$ cat src/rtl/intc_claim_pkg.sv
package intc_claim_pkg;
    localparam int BUS_DW = 32;

    typedef enum logic [1:0] {
        GW_IDLE    = 2'd0,
        GW_PEND    = 2'd1,
        GW_SERVICE = 2'd2
    } gw_state_e;
endpackage

$ cat src/rtl/intc_src_gate.sv
module intc_src_gate
    import intc_claim_pkg::*;
(
    input  logic clk,
    input  logic rst_n,
    input  logic req_i,
    input  logic claim_i,
    input  logic cpl_i,
    output logic pend_o,
    output logic busy_o
);
    gw_state_e state_q, state_d;

    always_ff @(posedge clk or negedge rst_n) begin
        if (!rst_n) state_q <= GW_IDLE;
        else        state_q <= state_d;
    end

    always_comb begin
        state_d = state_q;
        unique case (state_q)
            GW_IDLE:    if (req_i)   state_d = GW_PEND;
            GW_PEND:    if (claim_i) state_d = GW_SERVICE;
            GW_SERVICE: if (cpl_i)   state_d = GW_IDLE;
            default:                 state_d = GW_IDLE;
        endcase
    end

    always_comb begin
        pend_o = (state_q == GW_PEND);
        busy_o = (state_q == GW_SERVICE);
    end

    a_r2_pend_latch: assert property (@(posedge clk) disable iff (!rst_n)
        (state_q == GW_PEND && !claim_i) |=> pend_o);
    a_r9_clear_wins: assert property (@(posedge clk) disable iff (!rst_n)
        (state_q == GW_PEND && claim_i) |=> (!pend_o && busy_o));
    a_r6_service_holds: assert property (@(posedge clk) disable iff (!rst_n)
        (busy_o && !cpl_i) |=> (busy_o && !pend_o));
    a_r7_complete_frees: assert property (@(posedge clk) disable iff (!rst_n)
        (busy_o && cpl_i) |=> (!busy_o && !pend_o));
endmodule

$ cat src/rtl/intc_claim_regs.sv
module intc_claim_regs
    import intc_claim_pkg::*;
#(
    parameter int NUM_SRC = 128,
    parameter int ID_W    = $clog2(NUM_SRC),
    parameter int ADDR_W  = 3
) (
    input  logic               clk,
    input  logic               rst_n,
    input  logic               bus_sel_i,
    input  logic               bus_we_i,
    input  logic [ADDR_W-1:0]  bus_addr_i,
    input  logic [BUS_DW-1:0]  bus_wdata_i,
    output logic [BUS_DW-1:0]  bus_rdata_o,
    input  logic [NUM_SRC-1:0] pend_i,
    input  logic [NUM_SRC-1:0] busy_i,
    input  logic [ID_W-1:0]    arb_id_i,
    output logic [NUM_SRC-1:0] claim_vec_o,
    output logic [NUM_SRC-1:0] cpl_vec_o
);
    localparam int NUM_WORDS = NUM_SRC / BUS_DW;
    localparam int WIDX_W    = (NUM_WORDS > 1) ? $clog2(NUM_WORDS) : 1;
    localparam logic [ADDR_W-1:0] CLAIM_ADDR = ADDR_W'(NUM_WORDS);

    logic [BUS_DW-1:0] words [NUM_WORDS];
    for (genvar w = 0; w < NUM_WORDS; w++) begin : g_words
        assign words[w] = pend_i[w*BUS_DW +: BUS_DW];
    end

    logic              claim_rd, cpl_wr, cpl_ok, word_rd;
    logic [ID_W-1:0]   claim_id, wr_id;
    logic              wr_high_zero;

    always_comb begin
        claim_rd     = bus_sel_i && !bus_we_i && (bus_addr_i == CLAIM_ADDR);
        cpl_wr       = bus_sel_i &&  bus_we_i && (bus_addr_i == CLAIM_ADDR);
        word_rd      = bus_sel_i && !bus_we_i && (bus_addr_i < CLAIM_ADDR);
        claim_id     = pend_i[arb_id_i] ? arb_id_i : '0;
        wr_id        = bus_wdata_i[ID_W-1:0];
        wr_high_zero = (bus_wdata_i[BUS_DW-1:ID_W] == '0);
        cpl_ok       = cpl_wr && wr_high_zero && (wr_id != '0) && busy_i[wr_id];
    end

    always_comb begin
        claim_vec_o = '0;
        cpl_vec_o   = '0;
        if (claim_rd && claim_id != '0) claim_vec_o = NUM_SRC'(1) << claim_id;
        if (cpl_ok)                     cpl_vec_o   = NUM_SRC'(1) << wr_id;
    end

    always_comb begin
        bus_rdata_o = '0;
        if (claim_rd)     bus_rdata_o = BUS_DW'(claim_id);
        else if (word_rd) bus_rdata_o = words[bus_addr_i[WIDX_W-1:0]];
    end

    a_r4_claim_empty: assert property (@(posedge clk) disable iff (!rst_n)
        (claim_rd && !pend_i[arb_id_i]) |-> (bus_rdata_o == '0 && claim_vec_o == '0));
    a_r8_bad_cpl: assert property (@(posedge clk) disable iff (!rst_n)
        (cpl_wr && (!wr_high_zero || !busy_i[wr_id])) |-> (cpl_vec_o == '0));
    a_r3_no_claim_zero: assert property (@(posedge clk) disable iff (!rst_n)
        !claim_vec_o[0] && !cpl_vec_o[0]);
    a_r5_claim_onehot: assert property (@(posedge clk) disable iff (!rst_n)
        $onehot0(claim_vec_o) && $onehot0(cpl_vec_o));
endmodule

$ cat src/rtl/intc_claim_unit.sv
module intc_claim_unit
    import intc_claim_pkg::*;
#(
    parameter int NUM_SRC = 128,
    parameter int ID_W    = $clog2(NUM_SRC),
    parameter int ADDR_W  = 3
) (
    input  logic               clk,
    input  logic               rst_n,
    input  logic [NUM_SRC-1:0] src_req_i,
    input  logic [ID_W-1:0]    arb_id_i,
    output logic [NUM_SRC-1:0] pend_o,
    input  logic               bus_sel_i,
    input  logic               bus_we_i,
    input  logic [ADDR_W-1:0]  bus_addr_i,
    input  logic [BUS_DW-1:0]  bus_wdata_i,
    output logic [BUS_DW-1:0]  bus_rdata_o
);
    logic [NUM_SRC-1:0] pend, busy, claim_vec, cpl_vec;

    assign pend[0] = 1'b0;
    assign busy[0] = 1'b0;

    for (genvar i = 1; i < NUM_SRC; i++) begin : g_src
        intc_src_gate u_gate (
            .clk     (clk),
            .rst_n   (rst_n),
            .req_i   (src_req_i[i]),
            .claim_i (claim_vec[i]),
            .cpl_i   (cpl_vec[i]),
            .pend_o  (pend[i]),
            .busy_o  (busy[i])
        );
    end

    intc_claim_regs #(
        .NUM_SRC (NUM_SRC),
        .ID_W    (ID_W),
        .ADDR_W  (ADDR_W)
    ) u_regs (
        .clk         (clk),
        .rst_n       (rst_n),
        .bus_sel_i   (bus_sel_i),
        .bus_we_i    (bus_we_i),
        .bus_addr_i  (bus_addr_i),
        .bus_wdata_i (bus_wdata_i),
        .bus_rdata_o (bus_rdata_o),
        .pend_i      (pend),
        .busy_i      (busy),
        .arb_id_i    (arb_id_i),
        .claim_vec_o (claim_vec),
        .cpl_vec_o   (cpl_vec)
    );

    assign pend_o = pend;

    // nothing can be pending and in service at once
    a_r6_exclusive: assert property (@(posedge clk) disable iff (!rst_n)
        (pend & busy) == '0);
endmodule

$ cat config.mk
export PLATFORM = sky130hd
export DESIGN_NAME = intc_claim_unit
export DESIGN_NICKNAME = d
export VERILOG_FILES = /design/src/rtl/intc_claim_pkg.sv /design/src/rtl/intc_src_gate.sv /design/src/rtl/intc_claim_regs.sv /design/src/rtl/intc_claim_unit.sv
export SDC_FILE = /design/constraint.sdc
export NUM_CORES = 1
export LEC_CHECK = 0
export ABC_AREA = 1
export BUFFER_PORTS_ARGS = -buffer_cell sky130_fd_sc_hd__buf_2
export CORE_MARGIN = 10
export CORE_UTILIZATION = 40
export DETAILED_ROUTE_END_ITERATION = 8
export SETUP_SLACK_MARGIN = 0.02
export SKIP_CTS_REPAIR_TIMING = 1
export SLEW_MARGIN = 15
export SYNTH_ARGS = -nofsm -noshare
export SYNTH_HDL_FRONTEND = slang
export SYNTH_SLANG_ARGS = --single-unit
$ cat constraint.sdc
create_clock -name clk -period 4.05 [get_ports clk]
set_input_delay 0.405 -clock clk [delete_from_list [all_inputs] [get_ports clk]]
set_output_delay 0.405 -clock clk [all_outputs]
set_load 0.05 [all_outputs]
; ---- Word level (Yosys, flattened, before mapping)
; Cells that the tools add are included.
[totals]
in_bits = 174
ff_bits = 254
wordCells = 1557
out_inout_bits = 160
[op_classes]
muxes = 520
n_shift = 2
n_eq_ne = 636
reduce_logical = 267
bitwise = 1
n_lt_le_gt_ge = 4
[op_table]
columns = op, n
row1 = 2-to-1 mux 2 bit, 381
row2 = != test 2 bit (second input constant), 381
row3 = case mux 2 bit (3 select lines), 127
row4 = AND reduction 3 bit, 127
row5 = 2-to-1 mux 128 bit, 2
row6 = left shift 1 x 7 -> 128 bit (first input constant), 2
row7 = == test 2 x 1 -> 1 bit (second input constant), 127
row8 = == test 2 bit (second input constant), 127
row9 = logical NOT 2 bit, 127
row10 = 2-to-1 mux 32 bit, 4
row11 = binary-select mux 32 bit (select 2 bit), 1
row12 = logical NOT 25 bit, 1
row13 = < comparator 7 x 8 -> 1 bit (second input constant), 2
row14 = binary-select mux 1 bit (select 7 bit), 2
row15 = nonzero test 7 bit, 2
row16 = logical AND 1 bit, 9
row17 = 2-to-1 mux 7 bit, 1
row18 = == test 3 bit (second input constant), 1
row19 = >= comparator 3 bit (second input constant), 1
row20 = < comparator 3 bit (second input constant), 1
row21 = NOT 2 -> 3 bit, 1
row22 = 2-to-1 mux 1 bit, 2
row23 = logical NOT 1 bit, 1

; ---- Logic depth before layout (Yosys ltp)
; Gate-level depths: netlist of the first run.
[depth]
depth_word = 9
depth_mapped = 20
mapped_depth_nobuf = 17

; ---- By module
; Synthesis of the first run repeated with hierarchy kept, for this count alone.
[unflattened]
cells_unflattened = 2914
hier_area_um2 = 19228.4
[by_module_without_submodules]
columns = mod, area_each_um2, n_inst, cells_each, seq_area_each_um2
row1 = intc_src_gate, 105.1, 127, 13, 50.0
row2 = intc_claim_regs, 5869.4, 1, 1261, 0.0
row3 = intc_claim_unit, 11.3, 1, 2, 0.0

; ---- Worst setup path after synthesis of the first run
; No wires, ideal clock.
[synth_path]
path_kind = input to output
start = in arb_id_i[0]
end = out bus_rdata_o[4]
t_required_ns = 3.645
n_path_buf = 4
setup_slack_ns = 0.786
t_arrival_ns = 2.859
stages = 15
path_cell_list = buf_6 -> inv_2 -> buf_6 -> buf_6 -> nand2_1 -> nand3_1 -> nand3_1 -> nand3_1 -> nand3_1 -> nand3_2 -> nand3_4 -> nand2_4 -> nand2_2 -> buf_4 -> o21ai_0
[synth_between]
elab_chain_len = 4
[synth_lines]
columns = item, line
row1 = from (decl), intc_claim_unit.sv:11  ; input logic [ID_W-1:0] arb_id_i,
row2 = binary-select mux 1 bit (select 7 bit), intc_claim_regs.sv:38  ; claim_id = pend_i[arb_id_i] ? arb_id_i : '0;
row3 = 2-to-1 mux 1 bit (implied by the code), intc_claim_regs.sv:38
row4 = 2-to-1 mux 7 bit, intc_claim_regs.sv:38
row5 = 2-to-1 mux 32 bit, intc_claim_regs.sv:53  ; if (claim_rd) bus_rdata_o = BUS_DW'(claim_id);
row6 = to (decl), intc_claim_unit.sv:17  ; output logic [BUS_DW-1:0] bus_rdata_o
; Every way passes these cells. The select of a mux whose other input is x is not followed.

; ---- Worst setup path after layout of the first run
[layout_path]
start = reg g_src[69].u_gate.state_q[1]
end = out bus_rdata_o[4]
[layout_between]
elab_chain_len = 5
[layout_lines]
columns = item, line
row1 = from (decl), intc_src_gate.sv:12  ; gw_state_e state_q, state_d;
row2 = from (signal assigned), intc_src_gate.sv:16  ; else state_q <= state_d;
row3 = == test 2 x 1 -> 1 bit, intc_src_gate.sv:30  ; pend_o = (state_q == GW_PEND);
row4 = binary-select mux 1 bit (select 7 bit), intc_claim_regs.sv:38
row5 = 2-to-1 mux 1 bit (implied by the code), intc_claim_regs.sv:38
row6 = 2-to-1 mux 7 bit, intc_claim_regs.sv:38
row7 = 2-to-1 mux 32 bit, intc_claim_regs.sv:53
; Every way passes these cells. The select of a mux whose other input is x is not followed.

==> flow_summary.ini, run 1 <==
[logic_synthesis]
yosys_register_bits = 254
synth_most_common_cell = nand2_1
synthMuxAreaShare_pct = 0
synth-main-ff-cell = dfrtp_1
syn_area_per_cell_um2 = 6.62
async_flop_share_pct = 100
yosysWarnings = 0
yosys-top-cells-count = nand2_1 (780), nor2_1 (329), nand3_1 (325), inv_1 (259), dfrtp_1 (254)
yosys-top-cells-area = dfrtp_1 (35%), nand2_1 (16%), nand3_1 (9.0%)
syn-num-nets = 2891
yosysTopAreaCell = dfrtp_1
synth_top_family_by_area = simple AND/OR/NAND/NOR gates
synthAdderAreaFrac_pct = 0
synth_edf_count = 0
ys_seq_area_share_pct = 35.3
postSynthCellCount = 2717
yosys.area.top_type_share_pct = 35.3
syn_area_um2 = 18000
yosys.cell_types.count = 42
synth_compound_area_share_pct = 9.96
yosys.area_share.xor_xnor_pct = 0
synth-simple-area-share_pct = 39.9

[global_route]
grt_pass1_wl_um = 122000
grt_pass1_vias = 19700
grt_util_all_layers_pct = 29.9
grt_start_max_net_pins = 102
grt-ovfl-total = 0
antenna_found_initial = 8

[worst_setup_path]
cp_max_fo = 14
reg2reg_slack_ns = 0.57
worst_ep_required_time_ns = 3.64
reg2reg_depth = 16
path_class = flop to output pin
cp-end-kind = output pin
rr_endpoint = g_src[124].u_gate.state_q[0]$_DFFE_PN0P_
crit_start = g_src[69].u_gate.state_q[1]$_DFFE_PN0P_
worstPathArrival_ns = 3.49
start_kind = flop
rr_startpoint = g_src[69].u_gate.state_q[1]$_DFFE_PN0P_

[sta]
period_share_pct = 96.1
hold_viol_final = 0
grt_setup_unrepaired = false
tns_ns = 0
fin_skew_ns = 0.0217
worst_pin_slew_ns = 1.07
maxSlewViolCount = 0
max_clock_freq_mhz = 257
slew_headroom_pct = 28.6
fin_crit_ns = 3.89
setup_viol = 0

[detailed_routing]
vias = 20100
ant_nets = 0
wl_um = 83300
routed_via_density = 5.72
avgRoutedWirePerCell_um = 23.7
drtIter0Drc = 2402
dr.pass1.iters = 6
drc = 0

[cts]
cts_max_level = 1
clk_pin_slew_ns = 0.06
clockBufferDepth = 3
cts_root_buf = clkbuf_16
clock-sinks = 254
clk_latency_ns = 0.59
numCtsBuffers = 30
cts_tree = built

[power]
clkPwrFrac_pct = 38.6
p_leak_nw = 10.4
internal-power_mw = 4.58
combPwrFrac_pct = 23.5
powerDensity_nw_per_um2 = 344
seqPwrFrac_pct = 37.9
p_sw_share_pct = 35.1
power_switching_mw = 2.47
vdd_drop_max_uv = 291

[finish]
largest_register_ffs = 254
layout-drive-gt1-share_pct = 17.8
final_area_um2 = 20500
area_delta_synth_final_pct = 14.1
max_flop_register = g_src.u_gate.state_q
nets = 3067
reg_top3 = g_src.u_gate.state_q x254

[placement]
place.gp.congestion = 0.978
placed_area_um2 = 19500
dpl.hpwl_um = 61000
portBuffers = 331

[min_path]
min_path_cells = 3
hold_start = src_req_i[84]
hold_end = g_src[84].u_gate.state_q[0]$_DFFE_PN0P_
hp-class = input port to flop

[die]
fp-row-count = 77
core-area_um2 = 44300
die_w_um = 232
initial_utilization_pct = 40.6
die_h_um = 232
io_pins = 334
die_area_um2 = 53800

[outcome]
status = complete, no violations

[run]
cap_violations = 0
power groups by stage:
stage	clock network, mW	registers, mW	logic, mW
after detailed placement	0	2.72	1.62
after CTS	2.75	2.67	1.62
after global placement	0	2.71	1.61
after global routing	2.83	2.68	1.75
final	2.72	2.67	1.66
after floorplan	0	2.70	1.11
through the flow:
stage                     worst slack [ns]  power, mW  hold slack [ns]  util, %  std cells
after global placement               0.470       4.32            0.494     44.1       3452
after floorplan                      0.786       3.82            0.109        -       2717
after global routing                0.0218       7.26           0.0211     46.3       3509
after CTS                            0.234       7.04          -0.0617     46.3       3506
after detailed placement             0.408       4.34            0.499     44.1       3452
final                                0.159       7.05           0.0192     46.3       3511
cells in the final DEF, fill, tap and decap left out, drive strengths merged:
cell type	count
nand2	786
buf	410
nand3	330
nor2	329
inv	272
dfrtp	254
o21ai	154
nand4	107
a21oi	53
clkbuf	49
nor3	45
o22ai	24
o21bai	22
a311oi	19
o211ai	13
nor4	13
o2111ai	9
clkinv	6
or2	5
diode	4
o31ai	3
a22o	3
a211oi	2
a32o	1
a31o	1
and3	1
o41ai	1
a31oi	1
conb	1
dlygate4sd3	1
metal layers:
layer  share of wire [%]  GRT usage [%]  vias up
met1                  39           36.9     9455
met5               0.047              0        -
li1                    -              -     9115
met4                 5.5           14.5        6
met3                  11           7.09      279
met2                  45           48.2     1212
layout make-up:
cell class / instances / area (um^2)
inverters: 273 / 1030
multi-input cells: 1923 / 8980
well taps: 592 / 741
flip-flops and latches: 254 / 6360
repair buffers: 411 / 2440
diodes: 4 / 10.0
fillers: 4708 / 23800
clock inverters: 5 / 25.0
clock buffers: 49 / 943
kinds of logic (layout without fill, tap and decap cells):
kind of cell	after synthesis	count (layout)
simple gates	1616	1616
buf+inv	540	738
compound gates	306	306
flops	254	254
other cells	1	5
worst max-delay path: stages (launching register included):
cell     delay, ns
dfrtp_1       0.39
nor2_1        0.35
nand2_1       0.09
nand3_1       0.18
nand3_1       0.10
nand3_1       0.10
nand3_1       0.15
nand3_1       0.14
nand3_2       0.10
nand2_4       0.25
nand2_2       0.22
o21ai_0       0.46
buf_2         0.36
how the worst max path moves through the flow:
| stage | end |
|---|---|
| floorplan | bus_rdata_o[4] |
| global placement | g_src[28].u_gate.state_q[0]$_DFFE_PN0P_ |
| detailed placement | g_src[124].u_gate.state_q[0]$_DFFE_PN0P_ |
| CTS | bus_rdata_o[3] |
| global route | bus_rdata_o[2] |
| finish | bus_rdata_o[4] |
No activity file was read; power rests on OpenSTA's default activity.
==> run 2, diff against run 1 <==
--- a/config.mk
+++ b/config.mk
@@ -8,7 +8,7 @@
 export ABC_AREA = 1
 export BUFFER_PORTS_ARGS = -buffer_cell sky130_fd_sc_hd__buf_2
 export CORE_MARGIN = 10
-export CORE_UTILIZATION = 40
+export CORE_UTILIZATION = 30
 export DETAILED_ROUTE_END_ITERATION = 8
 export SETUP_SLACK_MARGIN = 0.02
 export SKIP_CTS_REPAIR_TIMING = 1
==> run 2 against run 1 <==
Against the previous run:
- register-to-register slack better by 0.06 ns
- utilization decreased by 11 points
- design area rose by 2.2%
- clock-buffer cell count decreased by 9
- combinational power grew 2%
- critical endpoint unchanged
- sequential power barely moved
==> flow_summary.ini, run 2 (synthesis gave the netlist of run 1 again) <==
[run]
cap_violations = 0

[sta]
hold_viol_final = 0
fin_skew_ns = 0.0159
maxSlewViolCount = 0
worst_pin_slew_ns = 0.923
fin_crit_ns = 3.82
grt_setup_unrepaired = false
max_clock_freq_mhz = 262
slew_headroom_pct = 38.4
tns_ns = 0
setup_viol = 0
hold_ws_ns = 0.0141
period_share_pct = 94.4

[worst_setup_path]
start_kind = flop
slowest_delay_ns = 0.35
reg2reg_depth = 17
cp_max_fo = 14
cp_slowest_cell = dfrtp_1
crit_top_cell = nand3_1
worst_ep_required_time_ns = 3.64
crit_chain = inv_1, nor2_1, nand2_1, nand3_1, nand3_1, nand3_1, nand3_1, nand3_1, nand3_2, nand2_4, nand2_2, buf_4, o21ai_0, buf_4, buf_12
critPathTopFamily = simple AND/OR/NAND/NOR gates
reg2reg_slack_ns = 0.63
worstPathArrival_ns = 3.42
path_class = flop to output pin
rr_endpoint = g_src[60].u_gate.state_q[0]$_DFFE_PN0P_
cp-end-kind = output pin
worst-path-buf-inv = 4
rr_startpoint = g_src[73].u_gate.state_q[0]$_DFFE_PN0P_

[die]
die_area_um2 = 70200
initial_utilization_pct = 30.4
die_h_um = 265
die_w_um = 265
fp-row-count = 89
io_pins = 334
core-area_um2 = 59200

[finish]
layout-drive-gt1-share_pct = 18.2
multi_input_area_um2 = 8980
nets = 3075
ff_latch_area_um2 = 6360
final_area_um2 = 21000
largest_register_ffs = 254
max_flop_register = g_src.u_gate.state_q
fill_cells = 6688
layout_commonest_cell = nand2_1
area_delta_synth_final_pct = 16.6
reg_top3 = g_src.u_gate.state_q x254
layout_common_cells = nand2_1 (779), nor2_1 (328), nand3_1 (324)

[placement]
portBuffers = 331
dpl.hpwl_um = 66500
place.gp.congestion = 0.978
placed_area_um2 = 19900

[detailed_routing]
dr.pass1.iters = 6
drc = 0
avgRoutedWirePerCell_um = 24.0
wl_um = 88900
drtIter0Drc = 2454
routed_via_density = 5.44
vias = 20100
ant_nets = 0

[outcome]
status = complete, no violations

[cts]
clk_pin_slew_ns = 0.06
cts_max_level = 1
cts_root_buf = clkbuf_16
clockBufferDepth = 3
numCtsBuffers = 31
cts_tree = built
clock-sinks = 254
clk_latency_ns = 0.59

[global_route]
grt_util_all_layers_pct = 24.3
grt_start_max_net_pins = 81
grt_pass1_wl_um = 129000
grt_pass1_vias = 19400
antenna_found_initial = 10
grt-ovfl-total = 0

[min_path]
min_path_cells = 3
hold_start = src_req_i[17]
hp-class = input port to flop
hold_end = g_src[17].u_gate.state_q[0]$_DFFE_PN0P_

[power]
p_leak_nw = 10.5
powerDensity_nw_per_um2 = 347
vdd_drop_max_uv = 330
-- run 2: worst max-delay path by stage --
stage,start,endpoint,cells past startpoint,slack (ns)
after floorplan,arb_id_i[0],bus_rdata_o[4],15,0.79
after global placement,arb_id_i[0],g_src[92].u_gate.state_q[0]$_DFFE_PN0P_,17,0.41
after detailed placement,arb_id_i[0],g_src[92].u_gate.state_q[0]$_DFFE_PN0P_,17,0.39
after CTS,g_src[73].u_gate.state_q[0]$_DFFE_PN0P_,bus_rdata_o[4],15,0.30
after global routing,g_src[73].u_gate.state_q[0]$_DFFE_PN0P_,bus_rdata_o[4],15,0.07
final,g_src[73].u_gate.state_q[0]$_DFFE_PN0P_,bus_rdata_o[4],15,0.23
-- run 2: tightest hold or removal path: cells and delay by family --
| kind | cells | cell delay [ns] |
|---|---|---|
| buf+inv | 1 | 0.07 |
| simple gates | 2 | 0.09 |
-- run 2: through the flow --
step           setup WS [ns]  power [mW]  std cells  utilization, %
2_1_floorplan          0.786        3.82       2717               -
3_5_place_dp           0.394        4.39       3640            33.6
4_1_cts                0.305        7.28       3696            35.4
5_1_grt               0.0726        7.52       3701            35.4
6_report               0.227        7.29       3702            35.4
3_3_place_gp           0.408        4.38       3640            33.6
-- run 2: final cells by class --
type	instances	share of cell area (%)
diodes	5	0.0597
clock buffers	40	4.05
clock inverters	16	0.877
inverters	273	4.90
multi-input cells	1923	42.8
flip-flops and latches	254	30.3
well taps	773	4.61
repair buffers	418	12.4
-- run 2: power by group --
| part | switching, mW | total [mW] | internal [mW] | leakage, nW |
|---|---|---|---|---|
| combinational | 1.30 | 1.70 | 0.403 | 7.08 |
| clock | 1.19 | 2.91 | 1.72 | 0.520 |
| sequential | 0.0526 | 2.67 | 2.62 | 2.94 |
| total | 2.55 | 7.29 | 4.74 | 10.5 |
-- run 2: per-layer routing --
layer / vias up / track usage, % / wire (um)
li1: 9125 / - / -
met1: 9466 / 30.3 / 34300
met2: 1274 / 38.7 / 39700
met3: 270 / 6.43 / 10300
met4: 12 / 11.6 / 4520
met5: - / 0 / 68
